==> config.mk <==
export PLATFORM = sky130hd
export DESIGN_NAME = slowclk_watchdog
export DESIGN_NICKNAME = d
export VERILOG_FILES = /design/src/rtl/wdt_pkg.sv /design/src/rtl/wdt_regs.sv /design/src/rtl/wdt_counter.sv /design/src/rtl/wdt_rst_pulse.sv /design/src/rtl/slowclk_watchdog.sv
export SDC_FILE = /design/constraint.sdc
export NUM_CORES = 1
export LEC_CHECK = 0
export CORE_ASPECT_RATIO = 2
export CORE_MARGIN = 2
export CORE_UTILIZATION = 40
export CTS_BUF_LIST = sky130_fd_sc_hd__clkbuf_4
export CTS_CLUSTER_DIAMETER = 80
export DETAILED_ROUTE_END_ITERATION = 6
export GPL_TIMING_DRIVEN = 0
export HOLD_SLACK_MARGIN = 0.06
export PLACE_DENSITY = 0.66
export SLEW_MARGIN = 0
export SYNTH_ARGS = -nofsm -noshare
export SYNTH_HDL_FRONTEND = slang
export SYNTH_SLANG_ARGS = --single-unit
==> constraint.sdc <==
create_clock -name clk -period 4.6 [get_ports clk]
set_clock_uncertainty 0.2 [all_clocks]
set_input_delay 0.46 -clock clk [delete_from_list [all_inputs] [get_ports clk]]
set_output_delay 0.46 -clock clk [all_outputs]
set_load 0.005 [all_outputs]
==> src/rtl/wdt_pkg.sv <==
package wdt_pkg;
  localparam int unsigned DATA_W = 32;
  localparam int unsigned ADDR_W = 3;

  typedef enum logic [ADDR_W-1:0] {
    ADDR_CTRL   = 3'd0,
    ADDR_RELOAD = 3'd1,
    ADDR_ALARM  = 3'd2,
    ADDR_FEED   = 3'd3,
    ADDR_STATUS = 3'd4
  } reg_addr_e;

  localparam logic [DATA_W-1:0] FEED_KEY = 32'hACCE_55ED;

  localparam int unsigned ST_PEND_BIT = 0;
  localparam int unsigned ST_FLAG_BIT = 1;

  // Commands decoded from the register port for the counter
  typedef struct packed {
    logic run_on;
    logic run_off;
    logic feed;
  } wdt_cmd_t;
endpackage

==> src/rtl/wdt_regs.sv <==
module wdt_regs
  import wdt_pkg::*;
#(
  parameter int unsigned CNT_W   = 32,
  parameter int unsigned ALARM_W = 16
) (
  input  logic                clk,
  input  logic                rst_n,
  input  logic                reg_we,
  input  logic [ADDR_W-1:0]   reg_addr,
  input  logic [DATA_W-1:0]   reg_wdata,
  input  logic                run,
  input  logic                alarm_hit,
  input  logic                expire,
  output wdt_cmd_t            cmd,
  output logic [CNT_W-1:0]    reload_q,
  output logic [ALARM_W-1:0]  alarm_q,
  output logic                alarm_pend,
  output logic                reboot_flag,
  output logic [DATA_W-1:0]   reg_rdata
);
  logic wr_ctrl, wr_reload, wr_alarm, wr_feed, wr_status;
  logic pend_d, flag_d;
  logic [DATA_W-1:0] alarm_rd;

  // Write decode
  always_comb begin
    wr_ctrl   = reg_we && (reg_addr == ADDR_CTRL);
    wr_reload = reg_we && (reg_addr == ADDR_RELOAD);
    wr_alarm  = reg_we && (reg_addr == ADDR_ALARM);
    wr_feed   = reg_we && (reg_addr == ADDR_FEED);
    wr_status = reg_we && (reg_addr == ADDR_STATUS);
    cmd.run_on  = wr_ctrl && reg_wdata[0];
    cmd.run_off = wr_ctrl && !reg_wdata[0];
    cmd.feed    = wr_feed && (reg_wdata == FEED_KEY);
  end

  // Sticky status: a new event wins over a same-cycle clear
  always_comb begin
    pend_d = alarm_hit || (alarm_pend && !(wr_status && reg_wdata[ST_PEND_BIT]));
    flag_d = expire || (reboot_flag && !(wr_status && reg_wdata[ST_FLAG_BIT]));
  end

  always_ff @(posedge clk or negedge rst_n) begin
    if (!rst_n) begin
      reload_q <= '0;
    end else if (wr_reload) begin
      reload_q <= reg_wdata[CNT_W-1:0];
    end
  end

  always_ff @(posedge clk or negedge rst_n) begin
    if (!rst_n) begin
      alarm_q <= '0;
    end else if (wr_alarm) begin
      alarm_q <= reg_wdata[ALARM_W-1:0];
    end
  end

  always_ff @(posedge clk or negedge rst_n) begin
    if (!rst_n) begin
      alarm_pend  <= 1'b0;
      reboot_flag <= 1'b0;
    end else begin
      alarm_pend  <= pend_d;
      reboot_flag <= flag_d;
    end
  end

  // Threshold readback, zero padded when narrower than the bus
  generate
    if (ALARM_W < DATA_W) begin : g_alarm_pad
      assign alarm_rd = {{(DATA_W-ALARM_W){1'b0}}, alarm_q};
    end else begin : g_alarm_full
      assign alarm_rd = alarm_q;
    end
  endgenerate

  always_comb begin
    reg_rdata = '0;
    case (reg_addr)
      ADDR_CTRL:   reg_rdata[0] = run;
      ADDR_RELOAD: reg_rdata = DATA_W'(reload_q);
      ADDR_ALARM:  reg_rdata = alarm_rd;
      ADDR_STATUS: begin
        reg_rdata[ST_PEND_BIT] = alarm_pend;
        reg_rdata[ST_FLAG_BIT] = reboot_flag;
      end
      default:     reg_rdata = '0;
    endcase
  end
endmodule

==> src/rtl/wdt_counter.sv <==
module wdt_counter
  import wdt_pkg::*;
#(
  parameter int unsigned CNT_W   = 32,
  parameter int unsigned ALARM_W = 16
) (
  input  logic               clk,
  input  logic               rst_n,
  input  wdt_cmd_t           cmd,
  input  logic [CNT_W-1:0]   reload,
  input  logic [ALARM_W-1:0] alarm,
  output logic               run,
  output logic               alarm_hit,
  output logic               expire
);
  logic [CNT_W-1:0] cnt_q, cnt_d, step_val;
  logic             run_q, run_d;
  logic             armed_q, armed_d;
  logic             load, cnt_en;

  assign run = run_q;

  always_comb begin
    cnt_d     = cnt_q;
    run_d     = run_q;
    armed_d   = armed_q;
    alarm_hit = 1'b0;
    expire    = 1'b0;
    step_val  = (cnt_q == '0) ? '0 : cnt_q - CNT_W'(1);
    load      = 1'b0;
    if (cmd.run_off) begin
      run_d = 1'b0;
    end else if ((cmd.run_on && !run_q) || (cmd.feed && run_q)) begin
      load    = 1'b1;
      cnt_d   = reload;
      run_d   = 1'b1;
      armed_d = 1'b1;
    end else if (run_q) begin
      if (armed_q && (step_val <= CNT_W'(alarm))) begin
        alarm_hit = 1'b1;
        armed_d   = 1'b0;
      end
      if (cnt_q == '0) begin
        expire = 1'b1;
        run_d  = 1'b0;
      end else begin
        cnt_d = step_val;
      end
    end
    cnt_en = load || (run_q && (cnt_q != '0));
  end

  always_ff @(posedge clk or negedge rst_n) begin
    if (!rst_n) begin
      cnt_q <= '0;
    end else if (cnt_en) begin
      cnt_q <= cnt_d;
    end
  end

  always_ff @(posedge clk or negedge rst_n) begin
    if (!rst_n) begin
      run_q   <= 1'b0;
      armed_q <= 1'b0;
    end else begin
      run_q   <= run_d;
      armed_q <= armed_d;
    end
  end
endmodule

==> src/rtl/wdt_rst_pulse.sv <==
module wdt_rst_pulse #(
  parameter int unsigned PULSE_LEN = 4
) (
  input  logic clk,
  input  logic rst_n,
  input  logic expire,
  output logic sys_rst
);
  localparam int unsigned PW = $clog2(PULSE_LEN + 1);

  logic [PW-1:0] left_q, left_d;
  logic          left_en;

  always_comb begin
    left_en = expire || (left_q != '0);
    left_d  = expire ? PW'(PULSE_LEN) : left_q - PW'(1);
  end

  always_ff @(posedge clk or negedge rst_n) begin
    if (!rst_n) begin
      left_q <= '0;
    end else if (left_en) begin
      left_q <= left_d;
    end
  end

  assign sys_rst = (left_q != '0);
endmodule

==> src/rtl/slowclk_watchdog.sv <==
module slowclk_watchdog
  import wdt_pkg::*;
#(
  parameter int unsigned CNT_W     = 32,
  parameter int unsigned ALARM_W   = 16,
  parameter int unsigned PULSE_LEN = 4
) (
  input  logic        clk,
  input  logic        rst_n,
  input  logic        reg_we,
  input  logic [2:0]  reg_addr,
  input  logic [31:0] reg_wdata,
  output logic [31:0] reg_rdata,
  output logic        alarm_irq,
  output logic        sys_rst_o
);
  logic [1:0]         rst_sync_q;
  logic               rst_n_s;
  wdt_cmd_t           cmd;
  logic [CNT_W-1:0]   reload_q;
  logic [ALARM_W-1:0] alarm_q;
  logic               run, alarm_hit, expire;
  logic               alarm_pend, reboot_flag;

  // Asynchronous assert, synchronous release
  always_ff @(posedge clk or negedge rst_n) begin
    if (!rst_n) begin
      rst_sync_q <= 2'b00;
    end else begin
      rst_sync_q <= {rst_sync_q[0], 1'b1};
    end
  end
  assign rst_n_s = rst_sync_q[1];

  wdt_regs #(.CNT_W(CNT_W), .ALARM_W(ALARM_W)) regs_i (
    .clk(clk), .rst_n(rst_n_s),
    .reg_we(reg_we), .reg_addr(reg_addr), .reg_wdata(reg_wdata),
    .run(run), .alarm_hit(alarm_hit), .expire(expire),
    .cmd(cmd), .reload_q(reload_q), .alarm_q(alarm_q),
    .alarm_pend(alarm_pend), .reboot_flag(reboot_flag),
    .reg_rdata(reg_rdata)
  );

  wdt_counter #(.CNT_W(CNT_W), .ALARM_W(ALARM_W)) cnt_i (
    .clk(clk), .rst_n(rst_n_s),
    .cmd(cmd), .reload(reload_q), .alarm(alarm_q),
    .run(run), .alarm_hit(alarm_hit), .expire(expire)
  );

  wdt_rst_pulse #(.PULSE_LEN(PULSE_LEN)) pulse_i (
    .clk(clk), .rst_n(rst_n_s),
    .expire(expire), .sys_rst(sys_rst_o)
  );

  assign alarm_irq = alarm_pend;
endmodule

==> flow_summary.yaml <==
place:
  io_buffers: 70
  hpwl_mm: 13.6
  dpl.cell_count: 811
  pre_cts_ws_ps: -907
  routabilityCongestion: 0.926
logic_synthesis:
  synth.top_cells.by_count: "dfrtp_1, nand2_1, o21ai_0"
  synth_ff_type: "dfrtp_1"
  async_reset_ff_share_pct: 100
  synth.area.top_cells: "dfrtp_1, mux2_2, o21ai_0"
  synth.most_common_cell: "dfrtp_1"
  synthesis.nets: 645
  syn_inst: 588
  syn-cell-area_sq_um: 5350
  yosys_warnings: 0
  synth.avg_cell_area_sq_um: 9.10
  synth_edf_count: 0
  synth_cell_type_count: 56
  yosysSeqAreaShare_pct: 41.6
  yosys.area.top_type: "dfrtp_1"
  synth_top_area_share_pct: 41.6
  synth_seq_cells: 89
worst_setup_path:
  required_ps: 4780
  start_kind: "flop"
  worstPathArrival_ps: 4650
  crit_type: "reg -> reg"
  cp-end-kind: "flop"
  crit_fanout: 12
  r2r_slack_ps: 130
final_layout:
  drive_gt1_share_pct: 12.7
  fin_nets: 738
  stdcell_count: 839
  area_growth_pct: 22.8
  final_util_pct: 50.3
timing:
  hold_violations: 0
  tightest_slew_ps: 762
  max_slew_margin_pct: 49.1
  fin_hold_ws_ps: 129
  post-route-period-util_pct: 97.2
  min_period_ps: 4470
  setup_violations: 0
  fmax_mhz: 224
  maxSlewViolCount: 0
  rsz0062_at_grt: "no"
  setup_ws_ps: 130
clock_tree:
  cts_tree: "done"
  cts_buffer_depth: 2
  path_clk_slew_ps: 160
  h-tree-depth: 3
  worst_skew_pair.late_latency_ps: 480
  cts_root_buf: "clkbuf_4"
  clkSinkCount: 89
  cts_buffers: 9
detailed_routing:
  drtIter0Drc: 368
  remaining_drc_errors: 4
  wirelength_mm: 17.4
  vias: 4891
  firstDrtPassIters: 7
  avgViaCountPerCell: 5.83
  wl_per_cell_um: 20.7
  final_antenna_net_count: 0
floorplanning:
  die_area_sq_um: 14400
  core_sq_um: 13100
  dieHeight_um: 168
  row_count: 59
  initial_core_util_pct: 41.0
  die_x_um: 85.8
  ioPinCount: 72
pwr:
  cellPowerDensity_nw_per_um2: 478
  irDropWorstVdd_v: 0.000218
  leakage_uw: 0.00264
  power_uw: 3140
global_routing:
  grt_pass1_wl_mm: 26.6
  grt_max_degree: 54
  grt_pass1_vias: 5006
  gr-usage-all-layers_pct: 24.6
  antenna_found_initial: 1
  gr-total-overflow: 0
outcome:
  status: "finished with violations"
  violations: "design-rule violations"
run:
  max_cap_viol_count: 0
worst_hold_path:
  min_path_type: "reg -> async"
-- placed cells by master (no fill, tap or decap), types with 3 or more instances in the layout --
cell type	count
a211oi_1	4
a21o_1	4
a21oi_1	37
a21oi_2	3
a22o_1	14
a22oi_1	4
and2_0	3
and2_1	18
buf_1	3
buf_2	4
buf_4	12
clkbuf_1	24
clkbuf_4	11
clkdlybuf4s50_1	70
dfrtp_1	87
ha_1	19
inv_1	24
mux2_2	33
mux2i_1	6
nand2_1	57
nand2b_1	3
nand3_1	9
nand4_1	5
nand4b_1	5
nor2_1	34
nor2b_1	6
nor3_1	31
nor4_1	12
o21ai_0	56
or3_1	7
or4_1	7
or4bb_1	3
xnor2_1	15
xor2_1	6
-- per-layer routing --
| layer | routed length, um | up-vias | GRT usage (%) |
|---|---|---|---|
| li1 | - | 2309 | - |
| met1 | 5840 | 2375 | 23.8 |
| met2 | 9750 | 149 | 46.3 |
| met3 | 569 | 58 | 2.51 |
| met4 | 1220 | 0 | 17.8 |
| met5 | 0 | - | 0 |
-- worst max-delay path: stages, from the launching register on --
cell and delay, ps:
dfrtp_1 460, or4_1 530, buf_4 180, or4b_4 530, nor4_4 250, buf_8 190
buf_4 120, nor2_1 50, ha_1 320, nand4_1 170, nor4_2 490, a21oi_2 90
or4b_4 570, o22a_1 220
-- cell type report --
cell class	instances	area, sq um
Fill cell	1292	6490
Multi-Input combinational cell	440	2940
Sequential cell	89	2230
Timing Repair Buffer	84	832
Tap cell	152	190
Buffer	33	144
Inverter	24	90.1
Clock buffer	11	82.6
Clock inverter	5	63.8
Antenna cell	1	2.50
-- metrics by stage --
stage               area (sq um)  setup TNS (ps)
finish                      6570               0
global route                6570               0
CTS                         6480               0
detailed placement          6280           -1790
global placement            6240           -1710
floorplan                   5350               0
-- registers in the layout (all words and copies together) (netlist names) --
| signal | count |
|---|---|
| regs_i.reload_q | 32 |
| regs_i.reboot_flag | 1 |
| cnt_i.cnt_q | 32 |
| cnt_i.armed_q | 1 |
| regs_i.alarm_pend | 1 |
| pulse_i.left_q | 3 |
| regs_i.alarm_q | 16 |
| cnt_i.run | 1 |
| rst_sync_q | 2 |
-- repair_timing --
action / in CTS / in global routing
buffers inserted: 5 / 7
hold buffers: 1 / 0
endpoints found under the hold margin: 2 / 0
resized for setup: 4 / 12
endpoints found under the setup margin: 2 / 2
pin swaps: 1 / 4
-- logic make-up (layout without fill, tap and decap cells) --
family | count (synthesis) | count (layout) | synth area share (%)
other cells | 1 | 2 | 0.0701
xor+xnor | 21 | 21 | 3.44
buf+inv | 59 | 157 | 4.26
simple gates | 220 | 220 | 22.4
fa+ha+maj | 19 | 19 | 4.44
compound gates | 140 | 140 | 15.7
flops | 89 | 89 | 41.6
mux | 39 | 39 | 8.07
-- report_power, final --
part	switching (uW)	internal, uW
registers	272	1010
clock network	296	182
logic	754	626
-- path summary, 6_finish.rpt --
kind,from,to,cells after the start
setup reg to reg,cnt_i.cnt_q[14],cnt_i.armed_q,13
min in group clk,rst_sync_q[0],rst_sync_q[1],0
setup / recovery,cnt_i.cnt_q[14],cnt_i.armed_q,13
max in group asynchronous,rst_sync_q[1],cnt_i.cnt_q[16],1
hold / removal,rst_sync_q[1],cnt_i.cnt_q[22],0
hold reg to reg,rst_sync_q[1],cnt_i.cnt_q[22],0
(Power assumes the default switching activity.)
